<file path="src/rtl/fifo_level_watch.sv">
module fifo_level_watch #(
  parameter int DATA_W     = 256,
  parameter int PHYS_DEPTH = 16,
  parameter bit TRACK_MAX  = 1'b0
) (
  input  logic              clk,
  input  logic              rst_n,
  input  logic              push,
  input  logic [DATA_W-1:0] push_data,
  input  logic              pop,
  output logic [DATA_W-1:0] pop_data,
  output logic              full,
  output logic              empty,
  input  logic              reg_we,
  input  logic              reg_sel,
  input  logic [31:0]       reg_wdata,
  output logic [31:0]       reg_rdata
);
  localparam int LVW = $clog2(PHYS_DEPTH + 1);
  localparam int PTW = $clog2(PHYS_DEPTH);
  localparam logic [23:0] PHYS24 = 24'(PHYS_DEPTH);
  localparam logic [PTW-1:0] LAST_PTR = PTW'(PHYS_DEPTH - 1);

  logic [DATA_W-1:0] mem [PHYS_DEPTH];
  logic [PTW-1:0] wr_ptr, rd_ptr;
  logic [LVW-1:0] level_q, extreme_q, folded;
  logic [23:0] depth_q, eff_depth, level24;
  logic [3:0]  scratch_q;
  logic        mode_q;
  logic        do_push, do_pop, ctrl_wr, clear;
  logic        unused_bits;

  assign unused_bits = ^reg_wdata[30:28];

  assign eff_depth = (depth_q > PHYS24) ? PHYS24 : depth_q;
  assign level24   = 24'(level_q);
  assign full      = level24 >= eff_depth;
  assign empty     = level_q == '0;
  assign do_push   = push && !full;
  assign do_pop    = pop && !empty;
  assign ctrl_wr   = reg_we && !reg_sel;
  assign clear     = ctrl_wr && reg_wdata[31];
  assign pop_data  = mem[rd_ptr];

  always_ff @(posedge clk) begin
    if (do_push) mem[wr_ptr] <= push_data;
  end

  always_ff @(posedge clk) begin
    if (!rst_n) begin
      wr_ptr  <= '0;
      rd_ptr  <= '0;
      level_q <= '0;
    end else begin
      if (do_push) wr_ptr <= (wr_ptr == LAST_PTR) ? '0 : wr_ptr + 1'b1;
      if (do_pop)  rd_ptr <= (rd_ptr == LAST_PTR) ? '0 : rd_ptr + 1'b1;
      case ({do_push, do_pop})
        2'b10:   level_q <= level_q + 1'b1;
        2'b01:   level_q <= level_q - 1'b1;
        default: level_q <= level_q;
      endcase
    end
  end

  always_ff @(posedge clk) begin
    if (!rst_n) begin
      depth_q   <= PHYS24;
      scratch_q <= '0;
      mode_q    <= 1'b0;
    end else if (ctrl_wr) begin
      depth_q   <= reg_wdata[23:0];
      scratch_q <= reg_wdata[27:24];
      mode_q    <= reg_wdata[31];
    end
  end

  generate
    if (TRACK_MAX) begin : g_max
      assign folded = (level_q > extreme_q) ? level_q : extreme_q;
    end else begin : g_min
      assign folded = (level_q < extreme_q) ? level_q : extreme_q;
    end
  endgenerate

  always_ff @(posedge clk) begin
    if (!rst_n)     extreme_q <= '0;
    else if (clear) extreme_q <= level_q;
    else            extreme_q <= folded;
  end

  assign reg_rdata = reg_sel
    ? {8'h00, mode_q ? 24'(extreme_q) : level24}
    : {mode_q, 3'b000, scratch_q, depth_q};

  assert_push_and_pop_hold_R2: assert property (@(posedge clk) disable iff (!rst_n)
    (push && pop && !full && !empty) |=> level_q == $past(level_q));

  assert_no_overflow_R3: assert property (@(posedge clk) disable iff (!rst_n)
    (full && push && !pop) |=> level_q == $past(level_q));

  assert_no_underflow_R4: assert property (@(posedge clk) disable iff (!rst_n)
    (empty && pop && !push) |=> level_q == $past(level_q));

  assert_level_in_range_R5: assert property (@(posedge clk) disable iff (!rst_n)
    level_q <= LVW'(PHYS_DEPTH));

  assert_scratch_readback_R6: assert property (@(posedge clk) disable iff (!rst_n)
    ctrl_wr |=> (reg_sel || reg_rdata[27:24] == $past(reg_wdata[27:24])));

  assert_clear_loads_level_R11: assert property (@(posedge clk) disable iff (!rst_n)
    clear |=> extreme_q == $past(level_q));

  assert_status_write_ignored_R12: assert property (@(posedge clk) disable iff (!rst_n)
    (reg_we && reg_sel) |=> (depth_q == $past(depth_q) && mode_q == $past(mode_q)));

  generate
    if (TRACK_MAX) begin : g_chk_max
      assert_watermark_rises_R10: assert property (@(posedge clk) disable iff (!rst_n)
        !clear |=> extreme_q >= $past(extreme_q));
    end else begin : g_chk_min
      assert_watermark_falls_R9: assert property (@(posedge clk) disable iff (!rst_n)
        !clear |=> extreme_q <= $past(extreme_q));
    end
  endgenerate
endmodule

</file>
<file path="config.mk">
export PLATFORM = sky130hd
export DESIGN_NAME = fifo_level_watch
export DESIGN_NICKNAME = d
export VERILOG_FILES = /design/src/rtl/fifo_level_watch.sv
export SDC_FILE = /design/constraint.sdc
export NUM_CORES = 2
export LEC_CHECK = 0
export BUFFER_PORTS_ARGS = -buffer_cell sky130_fd_sc_hd__clkbuf_2
export CAP_MARGIN = 20
export CORE_MARGIN = 1.5
export CORE_UTILIZATION = 60
export CTS_BUF_LIST = sky130_fd_sc_hd__clkbuf_2 sky130_fd_sc_hd__clkbuf_4 sky130_fd_sc_hd__clkbuf_8
export CTS_CLUSTER_SIZE = 10
export DETAILED_ROUTE_END_ITERATION = 10
export PLACE_DENSITY = 0.78
export SETUP_SLACK_MARGIN = 0.15
export SYNTH_ARGS = -nofsm -noshare
export SYNTH_HDL_FRONTEND = slang
export SYNTH_SLANG_ARGS = --single-unit
</file>
<file path="constraint.sdc">
create_clock -name clk -period 29.7 [get_ports clk]
set_clock_uncertainty 0.1 [all_clocks]
set_input_delay 5.94 -clock clk [delete_from_list [all_inputs] [get_ports clk]]
set_output_delay 5.94 -clock clk [all_outputs]
set_load 0.05 [all_outputs]
</file>
; After elaboration in Yosys (flattened, before gate mapping)
; Memory sizes are Yosys's and may differ from the RTL's. A register that Yosys moved wholly into a read port is not among the register bits.
; Index checks and enable logic that the tools add are counted.
[word_totals]
elab_cells = 41
ramBits = 4096
rom_bits = 0
reg_bits = 47
mem_count = 1
latch_bits = 0
[memory_table]
columns = memory, words, word_bits, read_ports, rd_clocked_by_memory_dff, write_ports, line_no
row1 = mem, 16, 256, 1, 1, 1, 24  ; logic [DATA_W-1:0] mem [PHYS_DEPTH];
[op_classes]
n_addsub = 4
n_eq_ne = 4
n_lt_le_gt_ge = 3
shifts = 0
n_reduce_logical = 10
n_mux = 12
bitwise = 0
div = 0
n_mul = 0
[op_table]
columns = op, count
row1 = 2-to-1 mux 32 bit, 1
row2 = >= comparator 5 x 24 -> 1 bit, 1
row3 = "> comparator 24 x 5 -> 1 bit, second input constant", 1
row4 = 2-to-1 mux 24 bit, 1
row5 = 2-to-1 mux 4 bit, 4
row6 = 2-to-1 mux 5 bit, 3
row7 = one-hot mux 5 bit (2 select lines), 1
row8 = "adder 4 x 1 -> 4 bit, second input constant", 2
row9 = "== test 4 bit, second input constant", 2
row10 = "adder 5 x 1 -> 5 bit, second input constant", 1
row11 = logical NOT 5 bit, 1
row12 = < comparator 5 bit, 1
row13 = "subtractor 5 x 1 -> 5 bit, second input constant", 1
row14 = logical AND 1 bit, 4
row15 = nonzero test 2 bit, 2
row16 = logical NOT 1 bit, 3
row17 = "== test 2 x 1 -> 1 bit, second input constant", 1
row18 = "== test 2 bit, second input constant", 1
row19 = 2-to-1 mux 1 bit, 2

; Depth between registers and ports, before layout
[depth]
ltp_word = 7
mapped_depth = 18

; Least setup slack after synthesis
; OpenSTA, ideal clock, no wires.
[synth_path]
path_kind = in2reg
from = input push
to = memory mem[3][0] (enable)
t_required_ns = 28.415
setup_slack_ns = 4.278
setup_time_ns = 1.185
t_arrival_ns = 24.137
path_stages = 4
path_cell_list = inv_1 o41ai_2 nand2_1 nor3_1
[synth_between]
elab_chain_len = 3
[synth_lines]
columns = item, line_no
row1 = start: declaration, 8  ; input logic push,
row2 = logical AND 1 bit, 39  ; assign do_push = push && !full;
row3 = 2-to-1 mux 1 bit, 46  ; if (do_push) mem[wr_ptr] <= push_data;
row4 = 2-to-1 mux 1 bit (implied by the code), 46
row5 = end: declaration, 24
; Every way passes these cells.

==> results by group <==
Finish
  – Synth-to-layout area growth: 12.4%
  – Multi-input gate area: approximately 31000 µm²
  – Util after Layout: 67.8%
  – Fill cell count: 15200
  – Register area: 124000 µm²
  – Share of cells above drive strength 1: around 37%
  – Nets: 7687

Setup path
  – Startpoint types: flop
  – Crit path kind: flop to primary output
  – Worst EP required: between 20 and 25 ns
  – Crit. End Element: primary output
  – CP Max Fanout: 107
  – Critical path data arrival time: 7.82 ns

CTS
  – Post-CTS sizing: 0
  – Total CTS buffers: between 600 and 700
  – CTS tree: built
  – Clock latency on the worst-skew pair: about 1.2 ns
  – Post CTS Setup Buffer Count: 0
  – H-tree levels: 6
  – CTS Buffer Depth: 4
  – Clock-pin transition on the worst setup and hold timing paths: approximately 0.060 ns
  – Clock Sinks: approximately 4100
  – # hold bufs at CTS: 0
  – Root Buffer Master: clkbuf_8

Detailed routing
  – Via Count: a little over 70000
  – Remaining DRCs: 0
  – Drt initial violations: 8606
  – Drt pass-1 iters: 5
  – Final WL: 346000 µm
  – Wirelength per Cell: slightly above 30 µm
  – Final ANT Viol Nets: 0
  – Vias/cell: 6.43

STA
  – Peak Freq: slightly above 0.07 GHz
  – Fin crit period: approximately 14 ns
  – Final Max Tran Viols: 0
  – Slew at the pin closest to its max-slew limit: about 1.2 ns
  – Setup TNS: 0 ns
  – Relative slew margins: roughly 17%
  – RSZ-0062 raised after global routing: no
  – Final count of hold timing violations: 0
  – Setup violations, final: 0
  – Crit share post-route: a little under half

Status
  – Status: complete, no violations

Place
  – Hpwl dp: ~180000 µm
  – Port buffer count: roughly 580
  – RePlAce Congestion: between 0.7 and 0.8

Die
  – Die area: approximately 260000 µm²
  – Number of cell rows: between 150 and 200
  – Io pins: ~600
  – Initial Utilization: between 60% and 70%
  – Core Area: approximately 260000 µm²
  – DIE WIDTH: ~510 µm
  – Die Y: around 510 µm

Global routing
  – Gr usage total: 26.2%
  – Vias in the first global route: between 70000 and 80000
  – First-pass GRT wire length: about 500000 µm
  – Grt ovf: 0
  – Initial antenna violation count: between 70 and 80
  – Largest net degree at the start of global routing: 167

Logic synthesis
  – Synth Warn #: 0
  – Synth top cells by count: edfxtp_1, mux4_2, clkbuf_1
  – Count leader, synth: edfxtp_1
  – Fraction of registers with async set/reset: 0%
  – Number of synthesized flops with an enable pin: about 4000
  – Sequential-to-total area share from yosys stat: about four fifths
  – Synth Cell Area: 157000 µm²
  – Ys flop type: edfxtp_1
  – Top-area cell type share of the netlist area: 78.5%
  – Main area contributors after synthesis: edfxtp_1, mux4_2, mux2i_1
  – Post-synth cell types: 43
  – Post-Syn Instances: between 6000 and 7000
  – Number of synthesized register bits: slightly above 4000
  – Leading area contributor after synthesis: edfxtp_1
  – Syn_area_per_cell: 24.6 µm²

Pwr
  – Power Density: 88.5 nW/µm²
  – VDD IR max: between 0.1 and 0.15 mV
  – Leakage dissipation: ~0.055 µW

Min path
  – Hold crit path type: flop to flop

Job
  – Max-Cap Viols: 0
final cells by class:
class                   count  share of cell area [%]
multi-input cells        1873                    17.8
repair buffers            703                    2.38
inverters                  14                  0.0298
diodes                     38                  0.0540
flip-flops and latches   4147                    70.4
clock inverters           265                   0.980
clock buffers             866                    5.97
well taps                3402                    2.42
worst max-delay path, stage by stage, from the launching register on:
cell and delay [ns]:
dfxtp_4 0.84, buf_12 0.66, buf_4 0.71, buf_12 0.71, buf_4 0.84, buf_4 0.91
mux4_2 0.60, nor2b_1 0.14, a211oi_1 0.35, a21oi_1 0.15, clkbuf_2 0.33
metrics by stage:
step | hold slack [ns] | setup WS [ns] | power, µW | instance area [µm²] | cells
floorplan | 0.339 | 4.28 | 10300 | 157000 | 6378
global placement | 0.356 | 16.68 | 11100 | 164000 | 10100
detailed placement | 0.374 | 16.66 | 11200 | 164000 | 10100
CTS | 0.382 | 15.48 | 15700 | 176000 | 11300
global route | 0.417 | 15.02 | 16200 | 176000 | 11300
finish | 0.377 | 15.84 | 15600 | 176000 | 11300
registers in the layout, summed over array words and instances (netlist names), named ones only:
signal and count:
depth_q 24, extreme_q 5, level_q 5, mem 4096, mode_q 1, rd_ptr 4
scratch_q 4, wr_ptr 4
cell usage in the layout (no fill, tap or decap), types with 79 or more instances in the layout:
master / netlist / layout
clkbuf_4: 0 / 223
nor2b_1: 146 / 145
a211oi_1: 109 / 109
clkinv_1: 0 / 145
buf_4: 4 / 98
edfxtp_1: 4096 / 4096
clkbuf_2: 0 / 577
a21oi_1: 120 / 120
mux4_2: 1171 / 1171
clkbuf_8: 0 / 643
mux2i_1: 123 / 123
nand2_1: 79 / 79
kinds of logic (layout without fill, tap and decap cells):
kind of cell / Yosys count / count (layout) / share of synthesized area (%)
flops: 4147 / 4147 / 79.1
mux: 1294 / 1294 / 17.6
buf+inv: 358 / 1848 / 1.03
compound gates: 277 / 277 / 1.14
simple gates: 276 / 276 / 0.942
fa+ha+maj: 19 / 19 / 0.156
xor+xnor: 4 / 4 / 0.0224
other cells: 1 / 41 / 0.00239
power breakdown:
part | switching, µW | internal (µW)
sequential | 105 | 6840
combinational | 2540 | 1560
clock | 2170 | 2380
per-layer routing:
| metal | vias up | routed length [µm] | global-route usage, % |
|---|---|---|---|
| met2 | 3789 | 170000 | 41.5 |
| met5 | - | 469 | 0 |
| met3 | 604 | 35400 | 6.77 |
| li1 | 29700 | - | - |
| met4 | 74 | 9120 | 8.31 |
| met1 | 38500 | 131000 | 36.5 |
final timing paths:
check,cells past startpoint,to,slack [ns],startpoint
worst max-delay path,10,pop_data[106],15.84,flop
worst min-delay path,2,scratch_q[1]$_SDFFE_PN0P_,0.38,scratch_q[1]$_SDFFE_PN0P_
worst max register to register,15,mem[12][69]$_DFFE_PP_,22.83,depth_q[16]$_SDFFE_PN0P_
worst min register to register,2,scratch_q[1]$_SDFFE_PN0P_,0.38,scratch_q[1]$_SDFFE_PN0P_
No activity file was read; power rests on OpenSTA's default activity.
